$ cat src/rtl/tfs_pkg.sv
package tfs_pkg;
  localparam int TF_REGS = 8;
  localparam int ADDR_W = 10;
  localparam logic [7:0] SUBCMD_CODE = 8'h25;

  // byte 3 of the command block, MSB first
  typedef struct packed {
    logic identify;
    logic udma;
    logic dev_ovr;
    logic derr_ovr;
    logic perr_ovr;
    logic skip_poll;
    logic rd_mode;
    logic h2d;
  } act_t;

  typedef enum logic [2:0] {
    ST_IDLE, ST_START, ST_POLL_REQ, ST_POLL_WAIT, ST_PICK, ST_REQ, ST_WAIT, ST_END
  } seq_st_t;

  function automatic logic [ADDR_W-1:0] tf_addr(input logic [2:0] idx);
    if (idx == 3'd0) return ADDR_W'(10'h3F6);
    return ADDR_W'(10'h1F0) + ADDR_W'(idx);
  endfunction

  function automatic logic [2:0] low_idx(input logic [TF_REGS-1:0] m);
    logic [2:0] r;
    r = 3'd0;
    for (int i = TF_REGS - 1; i >= 0; i--)
      if (m[i]) r = 3'(i);
    return r;
  endfunction
endpackage

$ cat src/rtl/tfs_decode.sv
module tfs_decode import tfs_pkg::*; #(
  parameter int CMD_BYTES = 16,
  parameter int HDR_BYTES = 12,
  parameter int LEN_W = 5
) (
  input  logic [LEN_W-1:0]       cmd_len,
  input  logic [8*HDR_BYTES-1:0] cmd_block,
  input  logic [7:0]             cfg_sig,
  output logic                   recognised,
  output logic [TF_REGS-1:0]     sel,
  output act_t                   act,
  output logic [8*TF_REGS-1:0]   wbytes
);
  assign recognised = (cmd_len == LEN_W'(CMD_BYTES)) &&
                      (cmd_block[7:0] == cfg_sig) &&
                      (cmd_block[15:8] == SUBCMD_CODE);
  assign sel    = cmd_block[23:16];
  assign act    = act_t'(cmd_block[31:24]);
  assign wbytes = cmd_block[32 +: 8*TF_REGS];
endmodule

$ cat src/rtl/tfs_bus_port.sv
module tfs_bus_port import tfs_pkg::*; #(
  parameter int TMO_CYCLES = 64
) (
  input  logic              clk,
  input  logic              rst,
  input  logic              req,
  input  logic              req_wr,
  input  logic [ADDR_W-1:0] req_addr,
  input  logic [7:0]        req_wdata,
  output logic [ADDR_W-1:0] bus_addr,
  output logic              bus_rd,
  output logic              bus_wr,
  output logic [7:0]        bus_wdata,
  input  logic [7:0]        bus_rdata,
  input  logic              bus_ready,
  output logic              cpl,
  output logic              cpl_tmo,
  output logic [7:0]        cpl_data
);
  localparam int TMO_W = $clog2(TMO_CYCLES + 1);
  logic [TMO_W-1:0] wait_cnt;

  always_ff @(posedge clk) begin
    if (rst) begin
      bus_addr  <= '0;
      bus_rd    <= 1'b0;
      bus_wr    <= 1'b0;
      bus_wdata <= '0;
      cpl       <= 1'b0;
      cpl_tmo   <= 1'b0;
      cpl_data  <= '0;
      wait_cnt  <= '0;
    end else begin
      cpl     <= 1'b0;
      cpl_tmo <= 1'b0;
      if (bus_rd || bus_wr) begin
        if (bus_ready) begin
          bus_rd   <= 1'b0;
          bus_wr   <= 1'b0;
          cpl      <= 1'b1;
          cpl_data <= bus_rdata;
          wait_cnt <= '0;
        end else if (wait_cnt == TMO_W'(TMO_CYCLES - 1)) begin
          bus_rd   <= 1'b0;
          bus_wr   <= 1'b0;
          cpl      <= 1'b1;
          cpl_tmo  <= 1'b1;
          cpl_data <= '0;
          wait_cnt <= '0;
        end else begin
          wait_cnt <= wait_cnt + 1'b1;
        end
      end else if (req) begin
        bus_addr  <= req_addr;
        bus_wdata <= req_wdata;
        bus_rd    <= !req_wr;
        bus_wr    <= req_wr;
      end
    end
  end
endmodule

$ cat src/rtl/tfs_resp_image.sv
module tfs_resp_image #(
  parameter int N_BYTES = 12,
  parameter int IDX_W = $clog2(N_BYTES)
) (
  input  logic                 clk,
  input  logic                 rst,
  input  logic                 clr,
  input  logic                 we,
  input  logic [IDX_W-1:0]     widx,
  input  logic [7:0]           wdata,
  output logic [8*N_BYTES-1:0] image
);
  for (genvar b = 0; b < N_BYTES; b++) begin : g_byte
    always_ff @(posedge clk) begin
      if (rst || clr)
        image[8*b +: 8] <= 8'h00;
      else if (we && (widx == IDX_W'(b)))
        image[8*b +: 8] <= wdata;
    end
  end
endmodule

$ cat src/rtl/tfs_sequencer.sv
module tfs_sequencer import tfs_pkg::*; #(
  parameter int CMD_BYTES = 16,
  parameter int HDR_BYTES = 12,
  parameter int LEN_W = 5,
  parameter int RESP_BYTES = 12,
  parameter int TMO_CYCLES = 64
) (
  input  logic                    clk,
  input  logic                    rst,
  input  logic                    cmd_valid,
  input  logic [LEN_W-1:0]        cmd_len,
  input  logic [8*HDR_BYTES-1:0]  cmd_block,
  input  logic [7:0]              cfg_sig,
  input  logic                    cfg_dev_bit,
  output logic                    busy,
  output logic                    cmd_unrec,
  output logic [ADDR_W-1:0]       bus_addr,
  output logic                    bus_rd,
  output logic                    bus_wr,
  output logic [7:0]              bus_wdata,
  input  logic [7:0]              bus_rdata,
  input  logic                    bus_ready,
  output logic [8*RESP_BYTES-1:0] resp_image,
  output logic                    done,
  output logic                    halted,
  output logic                    dev_err,
  output logic                    phase_err,
  output logic [2:0]              last_idx,
  output logic                    dev_bit,
  output logic                    identify_flag,
  output logic                    udma_flag
);
  localparam int IMG_IDX_W = $clog2(RESP_BYTES);
  localparam int DEVHEAD = 6;

  logic                   dec_ok;
  logic [TF_REGS-1:0]     dec_sel;
  act_t                   dec_act;
  logic [8*TF_REGS-1:0]   dec_wb;

  seq_st_t                state;
  logic [TF_REGS-1:0]     pend;
  act_t                   act_q;
  logic [8*TF_REGS-1:0]   wb_q;
  logic                   cfg_dev_q;
  logic [2:0]             idx_q;

  logic                   req, req_wr;
  logic [ADDR_W-1:0]      req_addr;
  logic [7:0]             req_wdata;
  logic                   cpl, cpl_tmo;
  logic [7:0]             cpl_data;
  logic                   accept, img_we;

  tfs_decode #(.CMD_BYTES(CMD_BYTES), .HDR_BYTES(HDR_BYTES), .LEN_W(LEN_W)) u_dec (
    .cmd_len(cmd_len), .cmd_block(cmd_block), .cfg_sig(cfg_sig),
    .recognised(dec_ok), .sel(dec_sel), .act(dec_act), .wbytes(dec_wb)
  );

  assign accept        = (state == ST_IDLE) && cmd_valid && dec_ok;
  assign busy          = (state != ST_IDLE);
  assign identify_flag = act_q.identify;
  assign udma_flag     = act_q.udma;
  assign dev_bit       = act_q.dev_ovr ? wb_q[8*DEVHEAD + 5] : cfg_dev_q;

  // bus request side
  assign req      = (state == ST_POLL_REQ) || (state == ST_REQ);
  assign req_wr   = (state == ST_REQ) && !act_q.rd_mode;
  assign req_addr = (state == ST_POLL_REQ) ? tf_addr(3'd0) : tf_addr(idx_q);
  always_comb begin
    req_wdata = wb_q[{idx_q, 3'b000} +: 8];
    if (idx_q == 3'(DEVHEAD)) req_wdata[5] = dev_bit;
  end

  tfs_bus_port #(.TMO_CYCLES(TMO_CYCLES)) u_port (
    .clk(clk), .rst(rst), .req(req), .req_wr(req_wr), .req_addr(req_addr),
    .req_wdata(req_wdata), .bus_addr(bus_addr), .bus_rd(bus_rd), .bus_wr(bus_wr),
    .bus_wdata(bus_wdata), .bus_rdata(bus_rdata), .bus_ready(bus_ready),
    .cpl(cpl), .cpl_tmo(cpl_tmo), .cpl_data(cpl_data)
  );

  assign img_we = (state == ST_WAIT) && cpl && !cpl_tmo && act_q.rd_mode;

  tfs_resp_image #(.N_BYTES(RESP_BYTES), .IDX_W(IMG_IDX_W)) u_img (
    .clk(clk), .rst(rst), .clr(accept), .we(img_we),
    .widx(IMG_IDX_W'(idx_q)), .wdata(cpl_data), .image(resp_image)
  );

  always_ff @(posedge clk) begin
    if (rst) begin
      state     <= ST_IDLE;
      pend      <= '0;
      act_q     <= '0;
      wb_q      <= '0;
      cfg_dev_q <= 1'b0;
      idx_q     <= '0;
      cmd_unrec <= 1'b0;
      done      <= 1'b0;
      halted    <= 1'b0;
      dev_err   <= 1'b0;
      phase_err <= 1'b0;
      last_idx  <= '0;
    end else begin
      cmd_unrec <= 1'b0;
      done      <= 1'b0;
      unique case (state)
        ST_IDLE: begin
          if (cmd_valid) begin
            if (dec_ok) begin
              pend      <= dec_sel;
              act_q     <= dec_act;
              wb_q      <= dec_wb;
              cfg_dev_q <= cfg_dev_bit;
              halted    <= 1'b0;
              dev_err   <= 1'b0;
              phase_err <= 1'b0;
              last_idx  <= '0;
              state     <= ST_START;
            end else begin
              cmd_unrec <= 1'b1;
            end
          end
        end
        ST_START: begin
          if (act_q.rd_mode && act_q.h2d) begin
            phase_err <= 1'b1;
            if (!act_q.perr_ovr) begin
              halted <= 1'b1;
              state  <= ST_END;
            end else begin
              state <= act_q.skip_poll ? ST_PICK : ST_POLL_REQ;
            end
          end else begin
            state <= act_q.skip_poll ? ST_PICK : ST_POLL_REQ;
          end
        end
        ST_POLL_REQ: state <= ST_POLL_WAIT;
        ST_POLL_WAIT: begin
          if (cpl) begin
            if (cpl_tmo) begin
              phase_err <= 1'b1;
              if (!act_q.perr_ovr) begin
                halted <= 1'b1;
                state  <= ST_END;
              end else begin
                state <= ST_PICK;
              end
            end else if (cpl_data[7]) begin
              state <= ST_POLL_REQ;
            end else begin
              state <= ST_PICK;
            end
          end
        end
        ST_PICK: begin
          if (pend == '0) begin
            state <= ST_END;
          end else if (!act_q.rd_mode && (low_idx(pend) == 3'd0)) begin
            pend[0] <= 1'b0;
          end else begin
            idx_q <= low_idx(pend);
            state <= ST_REQ;
          end
        end
        ST_REQ: state <= ST_WAIT;
        ST_WAIT: begin
          if (cpl) begin
            pend[idx_q] <= 1'b0;
            last_idx    <= idx_q;
            state       <= ST_PICK;
            if (cpl_tmo) begin
              phase_err <= 1'b1;
              if (!act_q.perr_ovr) begin
                halted <= 1'b1;
                state  <= ST_END;
              end
            end else if (act_q.rd_mode && ((idx_q == 3'd0) || (idx_q == 3'd7)) && cpl_data[0]) begin
              dev_err <= 1'b1;
              if (!act_q.derr_ovr) begin
                halted <= 1'b1;
                state  <= ST_END;
              end
            end
          end
        end
        ST_END: begin
          done  <= 1'b1;
          state <= ST_IDLE;
        end
        default: state <= ST_IDLE;
      endcase
    end
  end
endmodule

$ cat config.mk
export PLATFORM = sky130hd
export DESIGN_NAME = tfs_sequencer
export DESIGN_NICKNAME = d
export VERILOG_FILES = /design/src/rtl/tfs_pkg.sv /design/src/rtl/tfs_decode.sv /design/src/rtl/tfs_bus_port.sv /design/src/rtl/tfs_resp_image.sv /design/src/rtl/tfs_sequencer.sv
export SDC_FILE = /design/constraint.sdc
export NUM_CORES = 1
export LEC_CHECK = 0
export CAP_MARGIN = 20
export CORE_MARGIN = 1.5
export CORE_UTILIZATION = 30
export DETAILED_ROUTE_END_ITERATION = 8
export GPL_ROUTABILITY_DRIVEN = 1
export PLACE_DENSITY = 0.64
export SYNTH_ARGS = -nofsm -noshare
export SYNTH_HDL_FRONTEND = slang
export SYNTH_SLANG_ARGS = --single-unit
$ cat constraint.sdc
create_clock -name clk -period 1.9 [get_ports clk]
set_input_delay 0.38 -clock clk [delete_from_list [all_inputs] [get_ports clk]]
set_output_delay 0.38 -clock clk [all_outputs]
set_load 0.1 [all_outputs]
Word level (Yosys, flattened, before mapping)
Index checks and enable logic that the tools add are counted.

$add $sub $neg: 2. Multipliers: 0. Div/mod/pow operators: 0. Magnitude comparators: 2. Equal/unequal tests: 34. Shift-type cells: 1. Multiplexer cells: 79. Bitwise operators: 7. Reductions and logical operators: 55.

Operator list (number): 3-bit two-way mux (27); 64-bit by 7-bit variable part select with 8-bit output (1); 8-bit two-way mux (5); 1-bit two-way mux (32); 10-bit two-way mux (3); 3-bit equality test (second input constant) (8); 3-bit case mux with 8 select lines (1); 1-bit logical AND (21); 6-bit AND reduction (3); 7-bit two-way mux (2); 7-bit case mux with 2 select lines (1); 3-bit by 2-bit equality test with 1-bit output (second input constant) (4); 2-bit by 1-bit != test with 1-bit output (second input constant) (6); 2-bit != test (second input constant) (6); 9-bit by 3-bit adder with 10-bit output (first input constant) (1); 3-bit zero test (3); 9-bit AND reduction (1); 3-bit nonzero test (3); 8-bit AND (1); 8-bit by 6-bit equality test with 1-bit output (second input constant) (1); 8-bit equality test (1); 8-bit zero test (1); 8-bit NOT (1); 7-bit by 1-bit adder with 7-bit output (second input constant) (1); other kinds (26) (46).

Bits in registers: 196. Bits in latches: 0. RAM bits: 0. Bits in read-only memories: 0. Input port bits: 122. Output and inout port bits: 128. Word-level logic and storage cells: 216. Memories kept: 0.

Depth between registers and ports, before layout
Gate-level depths: netlist of the first run.

Depth in word-level cells: 16. Depth in mapped cells: 8. Mapped depth without buffers: 6.

By module
From an unflattened synthesis of the first run, not the netlist that was laid out.

Cells, all modules: 1140. Area total of the unflattened synthesis: 10068.4 um2.

Modules (own cells, without submodules): tfs_sequencer (instances 1, cells an instance 553, area each 4359.2 um2, seq. area each 1901.8 um2); tfs_resp_image (instances 1, cells an instance 338, area each 3517.1 um2, seq. area each 1921.8 um2); tfs_bus_port (instances 1, cells an instance 153, area each 1455.1 um2, seq. area each 740.7 um2); tfs_decode (instances 1, cells an instance 96, area each 737.0 um2, seq. area each 0.0 um2).

Least setup slack after synthesis of the first run
OpenSTA, ideal clock, no wires.

Path kind: reg2reg. From: register u_port.bus_rd. To: register u_port.cpl_data[0]. Library setup time: 0.117 ns. Arrival: 2.240 ns. Path slack: -0.457 ns. Stages on the path, launching flop included: 7. Buffers on the path: 2. Clock period less this slack: 2.357 ns. Path through: dfxtp_1 or2_2 clkbuf_1 o21ai_0 nor2b_1 clkbuf_1 a22o_1.

Longest elaborated chain between the ends: 2.

Ends and longest elaborated chain: start: declaration (RTL line tfs_bus_port.sv:11) `output logic bus_rd,`; start signal: assignment (RTL line tfs_bus_port.sv:56) `bus_rd <= !req_wr;`; 1-bit logical OR (RTL line tfs_bus_port.sv:36) `if (bus_rd || bus_wr) begin`; 2-bit AND reduction (no source line); end signal: assignment (RTL line tfs_bus_port.sv:41) `cpl_data <= bus_rdata;`; end: declaration (RTL line tfs_bus_port.sv:18) `output logic [7:0] cpl_data`.

Every way passes these cells. A chain may end at the register's enable or synchronous reset.

Final worst setup path of the first run
From: register state[2]. To: register u_img.image[48].

Longest elaborated chain between the ends: 5.

Ends and longest elaborated chain: start: declaration (RTL line tfs_sequencer.sv:41) `seq_st_t state;`; start signal: assignment (RTL line tfs_sequencer.sv:131) `state <= act_q.skip_poll ? ST_PICK : ST_POLL_REQ;`; start signal: assignment (RTL line tfs_sequencer.sv:134) `state <= act_q.skip_poll ? ST_PICK : ST_POLL_REQ;`; 3-bit equality test (RTL line tfs_sequencer.sv:82) `assign img_we = (state == ST_WAIT) && cpl && !cpl_tmo && act_q.rd_mode;`; 1-bit logical AND (3 in series) (RTL line tfs_sequencer.sv:82); 1-bit logical AND (RTL line tfs_resp_image.sv:17) `else if (we && (widx == IDX_W'(b)))`; end signal: indexed assignment (RTL line tfs_resp_image.sv:18) `image[8*b +: 8] <= wdata;`; end: declaration (RTL line tfs_resp_image.sv:11) `output logic [8*N_BYTES-1:0] image`.

Several ways; a longest one is shown, not always the timed one.

==> results.ini, run 1 <==
[run_status]
status=finished with violations
violations=setup timing

[sta]
worstMarginPinSlew_ns=0.521
finalSetupViolCount=6
hold_slack_ns=0.282
final.setup.tns_ns=-0.260
fin_ws_ns=-0.0483
slew_viol_final=0
clock_skew_ns=0.0137
fmaxAchievable_ghz=0.513
grt_setup_unrepaired=yes
hold_viol=0
timing.final.crit_share_pct=103
fin_crit_ns=1.95
slew_headroom_pct=65.2

[critical_path]
critical_path.top_delay_family=simple AND/OR/NAND/NOR gates
crit_arrival_ns=2.27
path_cells=nor3_4 -> nand2_2 -> or4_4 -> nand2b_4 -> buf_6 -> buf_12 -> buf_16 -> nor2_1
path_class=flop to flop
critPathBufInv=3
r2r_end=u_img.image[48]$_SDFFE_PP0P_
worstSetupStartpointType=flop
r2r_slack_ns=-0.05
cp-end-kind=flop
critPathSlowestCell=or4_4
rr_startpoint=state[2]$_SDFFE_PP0P_
worstPathMaxFanout=6
max_stage_delay_ns=0.61
startpoint=state[2]$_SDFFE_PP0P_
crit_required_ns=2.22
r2r_cells=8

[cells_and_area]
fillers=2548
final_cell_mix=198 x nand2_1, 181 x dfxtp_1, 113 x buf_4
multi_input_area_um2=4200
antenna_cells=0
fin_nets=1319
finish.utilization_pct=45.9
seqCellArea_um2=3840
drive_above_1_share_pct=25.3
mostFrequentLayoutCell=nand2_1
syn_to_final_growth_pct=50.2

[drt]
routed_wl_mm=25.5
wire_per_inst_um=16.5
vias_per_cell=4.86
final_antenna_net_count=0
drc=0
via_count=7539
first_pass_iters=5
drtIter0Drc=462

[hold_path]
min_path_type=input pin to flop
whs_endpoint=act_q[0]$_SDFFE_PP0P_
min_path_cells=2
hp-start=rst

[flow_run]
cap_violations=0

[yosys]
synth-warning-count=0
ys.flop_type=dfxtp_1
postSynthCellCount=954
ys_seq_area_share_pct=46.4
synth_area_um2=8240
synthArstFlopShare_pct=0
synth_enable_flop_cells=0
yosys_register_bits=191
synthDistinctLibCells=58
syn_avg_cell_area_um2=8.63

[floorplanning]
die_height_um=169
die_w_um=169
initial_utilization_pct=30.6
rows=60
boundaryPins=250
core_area_um2=27000
die-area_um2=28500

[global_route]
grt_max_degree=77
antenna_found_initial=0
grt_usage_pct=17.3
first_global_vias=7052
grt.overflow.total=0
grt_pass1_wl_mm=38.5

[power_and_ir_drop]
pwr_density_cell_nw_per_um2=914
leakagePower_uw=0.00461
total_power_uw=11300
ir_drop_mv=0.488

[place]
port_buffers=216
gp_congestion=0.824
hpwlAfterDp_mm=17.5

[clocking]
root_buffer=clkbuf_16
cts.path.max_buffers=2
hold_buffers=0
clk_latency_ns=0.43
clkTransAtPathRegs_ns=0.08
numCtsBuffers=17
htreeDepth=4
cts_tree=built
clock-sinks=191

-- registers in the layout (all words and copies together), names as in the netlist, 3 cells and up --
name,cells
idx_q,3
pend,8
u_port.cpl_data,8
act_q,6
u_port.bus_addr,5
u_img.image,64
last_idx,3
u_port.bus_wdata,8
state,3
u_port.wait_cnt,7
wb_q,64
-- cell usage after synthesis (3+ instances only) --
library cell	n	area (um^2)
nand2_1	202	758
dfxtp_1	191	3820
a21oi_1	120	601
nor2_1	89	334
mux2i_1	49	490
buf_4	43	323
clkbuf_1	43	161
nand3_1	25	125
buf_2	18	90.1
mux4_2	16	360
nand2b_1	12	75.1
o21ai_0	12	60.1
a311oi_1	10	87.6
nor2b_1	10	62.6
nor3_1	10	50.1
xnor2_1	10	87.6
a22o_1	8	70.1
and3_1	8	50.1
o22ai_1	7	43.8
a31oi_1	6	37.5
nand4_1	6	37.5
or2_2	4	25.0
or3_1	4	25.0
a211oi_1	3	22.5
buf_1	3	11.3
nor3_4	3	48.8
nor4_1	3	18.8
or4_1	3	22.5
-- kinds of logic after synthesis --
logic type / after synthesis / share of synthesized area [%]
xor+xnor: 12 / 1.28
flops: 191 / 46.4
buf+inv: 111 / 7.38
fa+ha+maj: 1 / 0.152
other cells: 1 / 0.0455
compound gates: 176 / 12.2
mux: 68 / 10.7
simple gates: 394 / 21.7
-- worst max path at each step --
stage / to / slack, ns / cells after the start
6_report: u_img.image[48]$_SDFFE_PP0P_ / -0.05 / 8
5_1_grt: u_img.image[62]$_SDFFE_PP0P_ / -0.09 / 8
4_1_cts: pend[0]$_SDFFE_PP0P_ / -0.08 / 6
3_5_place_dp: u_img.image[51]$_SDFFE_PP0P_ / -0.87 / 7
3_3_place_gp: u_img.image[5]$_SDFFE_PP0P_ / -0.78 / 7
2_1_floorplan: pend[1]$_SDFFE_PP0P_ / -0.10 / 7
-- stage by stage --
stage	setup slack [ns]	std cells	area [um^2]
4_1_cts	-0.0784	1543	12000
3_5_place_dp	-0.869	1492	11100
3_3_place_gp	-0.785	1492	11100
6_report	-0.0483	1550	12400
5_1_grt	-0.0927	1550	12400
2_1_floorplan	-0.103	986	8380
-- routing by layer --
layer,track usage (%),part of all wire [%],wire [um]
met5,0,0,0
met4,4.89,1.9,484
met3,2.76,3.8,978
met2,30.3,52,13200
met1,22.0,43,10900
-- where the power goes --
| part | total (uW) | switching, uW | internal (uW) |
|---|---|---|---|
| clock network | 3720 | 1690 | 2030 |
| registers | 4370 | 212 | 4160 |
| logic | 3220 | 2070 | 1150 |
| total | 11300 | 3970 | 7340 |
-- repair_timing --
action / in CTS / in global routing
setup endpoints to repair: 160 / 169
cloned: 7 / 6
resized for setup: 73 / 77
buffers inserted: 13 / 4
pin swaps: 25 / 43
-- area by class of cell --
type,instances,area share (%)
repair buffers,298,26.5
clock buffers,18,3.55
well taps,341,3.45
flip-flops and latches,191,31.1
multi-input cells,685,34.0
inverters,3,0.0910
clock inverters,14,1.38
No activity file was read; power rests on OpenSTA's default activity.
==> inputs of run 2 (changes only) <==
--- a/config.mk
+++ b/config.mk
@@ -8,9 +8,11 @@
 export CAP_MARGIN = 20
 export CORE_MARGIN = 1.5
 export CORE_UTILIZATION = 30
+export CTS_CLUSTER_DIAMETER = 80
 export DETAILED_ROUTE_END_ITERATION = 8
 export GPL_ROUTABILITY_DRIVEN = 1
 export PLACE_DENSITY = 0.64
+export SETUP_SLACK_MARGIN = 0.15
 export SYNTH_ARGS = -nofsm -noshare
 export SYNTH_HDL_FRONTEND = slang
 export SYNTH_SLANG_ARGS = --single-unit
==> results.ini, run 2 (same netlist as run 1, synthesis figures left out) <==
[sta]
hold_viol=0  ; unchanged
finalSetupViolCount=117  ; +111
grt_setup_unrepaired=yes
slew_viol_final=0  ; unchanged
fmaxAchievable_ghz=0.496  ; -3.4%
fin_crit_ns=2.02  ; +0.0679 ns
clock_skew_ns=0.0138  ; +0.0000781 ns
timing.final.crit_share_pct=106  ; +3.6 points
slew_headroom_pct=53.2  ; -12 points
worstMarginPinSlew_ns=0.702  ; +0.181 ns
fin_ws_ns=-0.116  ; -0.0679 ns

[clocking]
clk_latency_ns=0.45  ; +0.02 ns
htreeDepth=4  ; unchanged
root_buffer=clkbuf_16
cts.path.max_buffers=2  ; unchanged
clkTransAtPathRegs_ns=0.08  ; about the same
cts_tree=built
clock-sinks=191  ; unchanged
numCtsBuffers=17  ; unchanged
hold_buffers=0  ; unchanged

[floorplanning]
boundaryPins=250  ; unchanged
initial_utilization_pct=30.6  ; unchanged
core_area_um2=27000  ; unchanged
die_w_um=169  ; unchanged
die-area_um2=28500  ; unchanged
die_height_um=169  ; unchanged
rows=60  ; unchanged

[power_and_ir_drop]
ir_drop_mv=0.485  ; -0.47%
leakagePower_uw=0.00542  ; +17%
combPwrFrac_pct=29.0  ; +0.5 points
pwr_density_cell_nw_per_um2=798  ; -13%
p_switching_uw=4200  ; +5.8%
p_int_uw=7280  ; -0.89%
power_frac_seq_pct=38.3  ; -0.3 points
total_power_uw=11500  ; +1.5%
swShare_pct=36.6  ; +1.5 points
clkPwrFrac_pct=32.7  ; -0.2 points

[global_route]
use_met1_pct=23.6  ; +1.6 points
gr-usage-met3_pct=3.25  ; +0.49 points
grt_pass1_wl_mm=42.1  ; +9.3%
use_met2_pct=33.4  ; +3.1 points
antenna_found_initial=2  ; +2
grt.overflow.total=0  ; unchanged
grt.busiest_layer=met2
grt_max_degree=106  ; +38%
grt_usage_pct=19.0  ; +1.7 points
first_global_vias=7661  ; +8.6%

[drt]
first_pass_iters=5  ; unchanged
via_count=8055  ; +6.8%
drtIter0Drc=481  ; +4.1%
final_antenna_net_count=0  ; unchanged
routed_wl_mm=29.2  ; +14%
wire_per_inst_um=18.3  ; +11%
vias_per_cell=5.05  ; +3.8%
drc=0  ; unchanged

[cells_and_area]
top_regs=u_img.image x64, wb_q x64
drive_above_1_share_pct=45.8  ; +20 points
finish.utilization_pct=53.4  ; +7.5 points
syn_to_final_growth_pct=74.7
mostFrequentLayoutCell=dfxtp_1
fillers=2267  ; -11%
fin_nets=1363  ; +3.3%
final_cell_mix=180 x dfxtp_1, 109 x buf_4, 101 x a21oi_2

[hold_path]
min_path_type=input pin to flop

[critical_path]
path_class=flop to flop
worstPathMaxFanout=6  ; unchanged
crit_required_ns=2.23  ; about the same
crit_arrival_ns=2.35  ; +0.08 ns
worstSetupStartpointType=flop
cp-end-kind=flop

[place]
gp_congestion=0.797  ; -3.3%
port_buffers=216  ; unchanged
hpwlAfterDp_mm=17.5  ; -0.10%

[flow_run]
cap_violations=0  ; unchanged

[run_status]
status=finished with violations
violations=setup timing

==> run 2: per-layer routing <==
layer / up-vias / wire (um)
met5: - / 0
met4: 0 / 707
met3: 47 / 1220
met2: 240 / 15200
met1: 3970 / 12100
li1: 3798 / -
==> run 2: critical path: stages, from the launching register on <==
cell	delay, ns
dfxtp_2	0.35
nor3_4	0.21
nand2_2	0.08
or4_4	0.62
buf_12	0.19
nand2b_4	0.13
buf_12	0.15
clkbuf_16	0.14
nor2_1	0.04
==> run 2: layout make-up <==
class                   instances  area, um^2  share of cell area, %
inverters                       3        16.3                  0.113
multi-input cells             684        5260                   36.6
clock buffers                  17         425                   2.96
repair buffers                343        4220                   29.3
well taps                     341         427                   2.97
diodes                          2        5.00                 0.0348
clock inverters                15         191                   1.33
flip-flops and latches        191        3840                   26.7
==> run 2: power groups by stage <==
| stage | Sequential (uW) | Combinational [uW] | Clock (uW) |
|---|---|---|---|
| 2_1_floorplan | 5080 | 1380 | 0 |
| 3_3_place_gp | 4460 | 2990 | 0 |
| 3_5_place_dp | 4470 | 3000 | 0 |
| 4_1_cts | 4380 | 3110 | 3820 |
| 5_1_grt | 4420 | 3460 | 3970 |
| 6_report | 4400 | 3330 | 3750 |
==> run 2: worst paths after layout <==
| check | start | end | slack (ns) | cells past startpoint |
|---|---|---|---|---|
| setup / recovery | state[0]$_SDFFE_PP0P_ | u_img.image[22]$_SDFFE_PP0P_ | -0.12 | 8 |
| hold / removal | rst | act_q[3]$_SDFFE_PP0P_ | 0.24 | 2 |
| setup reg to reg | state[0]$_SDFFE_PP0P_ | u_img.image[22]$_SDFFE_PP0P_ | -0.12 | 8 |
| hold reg to reg | u_port.wait_cnt[6]$_SDFFE_PP0N_ | u_port.cpl_tmo$_SDFF_PP0_ | 0.46 | 1 |
==> run 2: what timing repair did <==
item / CTS / global route
gates resized for setup: 237 / 265
endpoints found under the hold margin: 0 / 0
gates cloned: 21 / 8
setup endpoints to repair: 167 / 179
pin swaps: 80 / 138
buffers inserted: 29 / 10
==> run 2: per-stage QoR <==
stage	instances	cell area, um^2	setup TNS, ns	worst slack (ns)	hold WS [ns]
CTS	1576	13200	-3.58	-0.0697	0.237
finish	1596	14400	-8.04	-0.116	0.241
global placement	1494	11100	-110.48	-0.794	0.435
floorplan	986	8380	-5.80	-0.103	0.414
global route	1596	14400	-19.53	-0.224	0.249
detailed placement	1494	11100	-112.58	-0.811	0.442
